[config.mk]
export PLATFORM = sky130hd
export DESIGN_NAME = pix_unpack_map
export DESIGN_NICKNAME = d
export VERILOG_FILES = /design/src/rtl/pum_pkg.sv /design/src/rtl/pum_unpack.sv /design/src/rtl/pum_palette.sv /design/src/rtl/pum_outstage.sv /design/src/rtl/pix_unpack_map.sv
export SDC_FILE = /design/constraint.sdc
export NUM_CORES = 2
export LEC_CHECK = 0
export ABC_AREA = 1
export BUFFER_PORTS_ARGS = -buffer_cell sky130_fd_sc_hd__buf_2
export CORE_ASPECT_RATIO = 0.75
export CORE_UTILIZATION = 48
export CTS_BUF_LIST = sky130_fd_sc_hd__clkbuf_4 sky130_fd_sc_hd__clkbuf_8 sky130_fd_sc_hd__clkbuf_16
export DETAILED_ROUTE_END_ITERATION = 8
export GPL_ROUTABILITY_DRIVEN = 0
export MAX_ROUTING_LAYER = met4
export SYNTH_ARGS = -nofsm -noshare
export SYNTH_HDL_FRONTEND = slang
export SYNTH_HIERARCHICAL = 1
export SYNTH_SLANG_ARGS = --single-unit
export TNS_END_PERCENT = 1
[constraint.sdc]
create_clock -name clk -period 3.7 [get_ports clk]
set_clock_uncertainty 0.2 [all_clocks]
set_input_delay 0.74 -clock clk [delete_from_list [all_inputs] [get_ports clk]]
set_output_delay 0.74 -clock clk [all_outputs]
set_load 0.05 [all_outputs]
[src/rtl/pum_pkg.sv]
package pum_pkg;
    localparam int WORD_W  = 32;
    localparam int OUT_W   = 16;
    localparam int COLOR_W = 12;
    localparam int PAL_N   = 256;
    localparam int PAL_AW  = $clog2(PAL_N);
    localparam int CNT_W   = $clog2(WORD_W / 4 + 1);

    typedef enum logic [1:0] {
        DEPTH4  = 2'd0,
        DEPTH8  = 2'd1,
        DEPTH16 = 2'd2
    } depth_e;

    function automatic depth_e norm_depth(input logic [1:0] sel);
        case (sel)
            2'd0:    return DEPTH4;
            2'd1:    return DEPTH8;
            default: return DEPTH16;
        endcase
    endfunction

    function automatic logic [CNT_W-1:0] pix_per_word(input depth_e d);
        case (d)
            DEPTH4:  return CNT_W'(WORD_W / 4);
            DEPTH8:  return CNT_W'(WORD_W / 8);
            default: return CNT_W'(WORD_W / 16);
        endcase
    endfunction
endpackage

[src/rtl/pum_unpack.sv]
module pum_unpack
    import pum_pkg::*;
(
    input  logic              clk,
    input  logic              rst,
    input  logic              in_valid,
    output logic              in_ready,
    input  logic [WORD_W-1:0] in_word,
    input  logic [1:0]        cfg_depth,
    input  logic              cfg_big,
    input  logic              take,
    output logic              pix_valid,
    output logic [OUT_W-1:0]  pix,
    output depth_e            pix_depth
);
    typedef struct packed {
        logic [WORD_W-1:0] word;
        logic [CNT_W-1:0]  cnt;
        depth_e            depth;
        logic              big;
        logic              full;
    } unpack_t;

    unpack_t s_d, s_q;

    assign in_ready  = !s_q.full;
    assign pix_valid = s_q.full;
    assign pix_depth = s_q.depth;

    // current field at the head of the word
    always_comb begin
        case (s_q.depth)
            DEPTH4:  pix = s_q.big ? OUT_W'(s_q.word[WORD_W-1 -: 4])
                                   : OUT_W'(s_q.word[3:0]);
            DEPTH8:  pix = s_q.big ? OUT_W'(s_q.word[WORD_W-1 -: 8])
                                   : OUT_W'(s_q.word[7:0]);
            default: pix = s_q.big ? s_q.word[WORD_W-1 -: OUT_W]
                                   : s_q.word[OUT_W-1:0];
        endcase
    end

    always_comb begin
        s_d = s_q;
        if (in_valid && in_ready) begin
            s_d.word  = in_word;
            s_d.depth = norm_depth(cfg_depth);
            s_d.big   = cfg_big;
            s_d.cnt   = pix_per_word(norm_depth(cfg_depth));
            s_d.full  = 1'b1;
        end else if (take && s_q.full) begin
            case (s_q.depth)
                DEPTH4:  s_d.word = s_q.big ? (s_q.word << 4) : (s_q.word >> 4);
                DEPTH8:  s_d.word = s_q.big ? (s_q.word << 8) : (s_q.word >> 8);
                default: s_d.word = s_q.big ? (s_q.word << OUT_W) : (s_q.word >> OUT_W);
            endcase
            s_d.cnt = s_q.cnt - {{(CNT_W-1){1'b0}}, 1'b1};
            if (s_q.cnt == {{(CNT_W-1){1'b0}}, 1'b1})
                s_d.full = 1'b0;
        end
    end

    always_ff @(posedge clk) begin
        if (rst) s_q <= '0;
        else     s_q <= s_d;
    end
endmodule

[src/rtl/pum_palette.sv]
module pum_palette
    import pum_pkg::*;
(
    input  logic               clk,
    input  logic               we,
    input  logic [PAL_AW-1:0]  waddr,
    input  logic [COLOR_W-1:0] wdata,
    input  logic               re,
    input  logic [PAL_AW-1:0]  raddr,
    output logic [COLOR_W-1:0] rdata
);
    logic [COLOR_W-1:0] mem [PAL_N];
    logic [COLOR_W-1:0] rdata_q;

    assign rdata = rdata_q;

    always_ff @(posedge clk) begin
        if (we) mem[waddr] <= wdata;
        if (re) rdata_q <= mem[raddr];
    end
endmodule

[src/rtl/pum_outstage.sv]
module pum_outstage
    import pum_pkg::*;
(
    input  logic               clk,
    input  logic               rst,
    input  logic               pix_valid,
    input  logic [OUT_W-1:0]   pix,
    input  logic               pix_wide,
    input  logic [COLOR_W-1:0] pal_rdata,
    output logic               take,
    output logic               out_valid,
    input  logic               out_ready,
    output logic [OUT_W-1:0]   out_data,
    output logic [OUT_W-1:0]   out_oe
);
    typedef struct packed {
        logic             valid;
        logic             wide;
        logic [OUT_W-1:0] pass;
    } stage_t;

    stage_t s_d, s_q;
    logic   advance;

    assign advance = !s_q.valid || out_ready;
    assign take    = pix_valid && advance;

    always_comb begin
        s_d = s_q;
        if (advance) begin
            s_d.valid = pix_valid;
            if (pix_valid) begin
                s_d.wide = pix_wide;
                s_d.pass = pix;
            end
        end
    end

    always_ff @(posedge clk) begin
        if (rst) s_q <= '0;
        else     s_q <= s_d;
    end

    always_comb begin
        out_valid = s_q.valid;
        if (!s_q.valid) begin
            out_data = '0;
            out_oe   = '0;
        end else if (s_q.wide) begin
            out_data = s_q.pass;
            out_oe   = '1;
        end else begin
            out_data = OUT_W'(pal_rdata);
            out_oe   = OUT_W'({COLOR_W{1'b1}});
        end
    end
endmodule

[src/rtl/pix_unpack_map.sv]
module pix_unpack_map
    import pum_pkg::*;
(
    input  logic               clk,
    input  logic               rst,
    input  logic [1:0]         cfg_depth,
    input  logic               cfg_big,
    input  logic               in_valid,
    output logic               in_ready,
    input  logic [WORD_W-1:0]  in_word,
    input  logic               pal_we,
    input  logic [PAL_AW-1:0]  pal_addr,
    input  logic [COLOR_W-1:0] pal_wdata,
    output logic               out_valid,
    input  logic               out_ready,
    output logic [OUT_W-1:0]   out_data,
    output logic [OUT_W-1:0]   out_oe
);
    logic               pix_valid;
    logic [OUT_W-1:0]   pix;
    depth_e             pix_depth;
    logic               take;
    logic [PAL_AW-1:0]  pal_idx;
    logic [COLOR_W-1:0] pal_rdata;

    // 4 bpp reaches only the low 16 entries (zero-extended index)
    assign pal_idx = (pix_depth == DEPTH4) ? PAL_AW'(pix[3:0]) : pix[PAL_AW-1:0];

    pum_unpack u_unpack (
        .clk       (clk),
        .rst       (rst),
        .in_valid  (in_valid),
        .in_ready  (in_ready),
        .in_word   (in_word),
        .cfg_depth (cfg_depth),
        .cfg_big   (cfg_big),
        .take      (take),
        .pix_valid (pix_valid),
        .pix       (pix),
        .pix_depth (pix_depth)
    );

    pum_palette u_pal (
        .clk   (clk),
        .we    (pal_we),
        .waddr (pal_addr),
        .wdata (pal_wdata),
        .re    (take),
        .raddr (pal_idx),
        .rdata (pal_rdata)
    );

    pum_outstage u_out (
        .clk       (clk),
        .rst       (rst),
        .pix_valid (pix_valid),
        .pix       (pix),
        .pix_wide  (pix_depth == DEPTH16),
        .pal_rdata (pal_rdata),
        .take      (take),
        .out_valid (out_valid),
        .out_ready (out_ready),
        .out_data  (out_data),
        .out_oe    (out_oe)
    );
endmodule

==> flow_metrics.env <==
export IMPL_synth_distinct_cells=37
export IMPL_worstMarginPinSlew_ns=1.03
export IMPL_grt_overflow=0
export IMPL_io_pins=94
export IMPL_place_inst=14800
export IMPL_r2r_setup_slack_ns=0.07
export IMPL_cts_inserted_buffers=309
export IMPL_p_comb_share_pct=8.9
export IMPL_cts_reportedPaths_clkPinSlew_ns=0.06
export IMPL_cp_max_fo=41
export IMPL_synth_top_area_cell="edfxtp_1"
export IMPL_clockBufferDepth=4
export IMPL_start_util_pct=48.4
export IMPL_rows=164
export IMPL_worst_slew_margin_rel_pct=31.3
export IMPL_root_buffer="clkbuf_16"
export IMPL_min_period_ns=3.63
export IMPL_grt_pass1_wl_mm=583
export IMPL_synthCells=11100
export IMPL_fmax_mhz=276
export IMPL_synth_edf_count=3084
export IMPL_hold_viol_final=0
export IMPL_num_vias=90600
export IMPL_tns_ns=0
export IMPL_finalMaxSlewViolations=0
export IMPL_n_fill_cell=21900
export IMPL_ys_ff_latch=3142
export IMPL_status="finished, final reports clean"
export IMPL_seq_power_share_pct=50.4
export IMPL_cts_tree="built"
export IMPL_final_layout_size_suffix_gt1_share_pct=12.4
export IMPL_cp_required_ns=4.25
export IMPL_p_per_area_mw_per_mm2=524
export IMPL_min_period_over_period_pct=98.1
export IMPL_drtIter0Drc=13900
export IMPL_cts_max_level=5
export IMPL_multi_input_area_mm2=0.0308
export IMPL_setup_viol=0
export IMPL_worstPathArrival_ns=4.18
export IMPL_finalPower_uw=78000
export IMPL_startpoint="u_unpack/pix_depth[0]$_SDFFE_PP0P_"
export IMPL_maxCapViolCount=0
export IMPL_dr_pass1_iters=6
export IMPL_io_buffers=93
export IMPL_r2r_end="u_pal/rdata[10]$_DFFE_PP_"
export IMPL_crit_path_end_kind="flip-flop"
export IMPL_finalWirelength_mm=398
export IMPL_route_detailed_drc=0
export IMPL_min_from="in_word[16]"
export IMPL_grt_pass1_vias=84600
export IMPL_ir_worst_vdd_mv=0.437
export IMPL_grt_max_degree=112
export IMPL_fp_dieW_um=602
export IMPL_synthTopCellsByArea="edfxtp_1 72%, nand3_1 12%, nand2_1 9.9%"
export IMPL_netlist_area_mm2=0.129
export IMPL_path_class="reg -> reg"
export IMPL_async_reset_ff_share_pct=0
export IMPL_r2r_cells=18
export IMPL_swShare_pct=23.8
export IMPL_synth_area_per_cell_um2=11.7
export IMPL_yosysMostFrequentCell="nand2_1"
export IMPL_hold_path_class="in -> reg"
export IMPL_finalNonFillerCells=15400
export IMPL_gr_usage_all_layers_pct=29.8
export IMPL_netlist_top_cells_count="3,425 x nand2_1, 3,084 x edfxtp_1, 3,076 x nand3_1"
export IMPL_cts_sinks=3142
export IMPL_dieArea_mm2=0.272
export IMPL_crit_end="u_pal/rdata[10]$_DFFE_PP_"
export IMPL_p_switching_uw=18500
export IMPL_yosysSeqAreaShare_pct=72.4
export IMPL_final_nets=11600
export IMPL_vias_per_cell=5.89
export IMPL_leakagePower_uw=0.0532
export IMPL_dp_hpwl_mm=249
export IMPL_worstReg2RegStart="u_unpack/pix_depth[0]$_SDFFE_PP0P_"
export IMPL_worstSkewPairLatency_ns=0.89
export IMPL_core_area_mm2=0.267
export IMPL_p_int_uw=59400
export IMPL_syn_to_final_growth_pct=14.8
export IMPL_whs_path_depth=5
export IMPL_pwr_share_clk_pct=40.7
export IMPL_die_y_um=452
export IMPL_yosysWarnings=6
export IMPL_syn_nets=11200
export IMPL_routedWlPerCell_um=25.9
export IMPL_ant_nets=0
export IMPL_synth_top_area_share_pct=71.5
export IMPL_rsz0062_at_grt="true"
export IMPL_antenna_found_initial=25
export IMPL_final_seq_area_mm2=0.0938
export IMPL_start_kind="flip-flop"
export IMPL_synth_ff_type="edfxtp_1"
[final cells by class]
class	count	share of cell area [%]
Clock buffer	385	5.69
Inverter	117	0.330
Multi-Input combinational cell	7062	20.7
Antenna cell	16	0.0269
Clock inverter	165	1.05
Timing Repair Buffer	940	6.12
Tap cell	3569	3.00
Sequential cell	3142	63.1
[worst min-delay path by stage]
stage	to
floorplan	u_unpack/s_q[4]$_SDFFE_PP0P_
global placement	u_unpack/s_q[4]$_SDFFE_PP0P_
detailed placement	u_out/out_valid$_SDFFE_PP0P_
CTS	u_unpack/s_q[12]$_SDFFE_PP0P_
global route	u_pal/mem[137][3]$_DFFE_PP_
finish	u_unpack/s_q[24]$_SDFFE_PP0P_
[repair_timing]
action / CTS / global route
endpoints found under the hold margin: 24 / 0
hold buffers: 16 / 0
setup buffers: 0 / 1
gates cloned: 0 / 1
endpoints found under the setup margin: 5 / 10
resized for setup: 3 / 19
[sequential cells by signal, indices dropped and copies added (netlist names)]
name and count:
u_out/out_valid 1, u_pal/rdata 12, u_unpack/s_q 37, u_pal/mem 3072, u_unpack/pix_valid 1, u_unpack/pix_depth 2
u_out/s_q 17
[per-stage QoR]
stage	hold WS, ns	setup WS [ns]	instance area [um2]	util [%]
after detailed placement	0.275	-0.0623	138000	51.7
after global routing	0.0668	-0.0165	149000	55.6
final	0.0651	0.0715	149000	55.6
after floorplan	0.247	0.815	129000	-
after global placement	0.263	-0.113	138000	51.7
after CTS	0.0113	0.0859	149000	55.6
[power by group through the flow]
| stage | clock (uW) | combinational (uW) | sequential (uW) |
|---|---|---|---|
| after floorplan | 0 | 3740 | 40000 |
| after global placement | 0 | 6740 | 40100 |
| after detailed placement | 0 | 6800 | 40100 |
| after CTS | 32000 | 6840 | 39300 |
| after global routing | 33300 | 7450 | 39300 |
| final | 31700 | 6970 | 39300 |
[cell usage in the layout (no fill, tap or decap), types with 65 or more instances in the layout]
| master | n |
|---|---|
| nand3_1 | 3067 |
| nor2_1 | 385 |
| buf_4 | 659 |
| buf_2 | 81 |
| edfxtp_1 | 3084 |
| clkbuf_16 | 319 |
| a21oi_1 | 65 |
| inv_1 | 105 |
| nand2_1 | 3413 |
| buf_12 | 159 |
| clkbuf_4 | 66 |
[kinds of logic after synthesis]
logic type / Yosys count / synth area share, %
AO/OA/AOI/OAI: 141 / 0.580
flip-flops: 3142 / 72.4
buffers and inverters: 894 / 3.87
adder cells (fa/ha/maj): 2 / 0.0193
AND/OR/NAND/NOR: 6919 / 23.1
[layer usage]
layer  GRT usage (%)  routed length [um]
met2            41.8              172000
met4            8.41               11000
met3            6.44               47500
met1            43.7              168000
met5               -                   0
[worst max-delay path, cell delays in order (launching register included)]
cell      delay [ns]
dfxtp_1         0.37
inv_1           0.06
nor2_2          0.19
buf_4           0.24
o21ai_0         0.12
o211ai_1        0.10
buf_4           0.21
buf_12          0.19
buf_12          0.18
buf_12          0.26
nand3_1         0.12
nand3_1         0.14
nand3_1         0.18
nand3_1         0.33
buf_4           0.23
nand3_1         0.11
nand2_1         0.08
nand2_1         0.05
nand2_1         0.07
(Power assumes the default switching activity.)
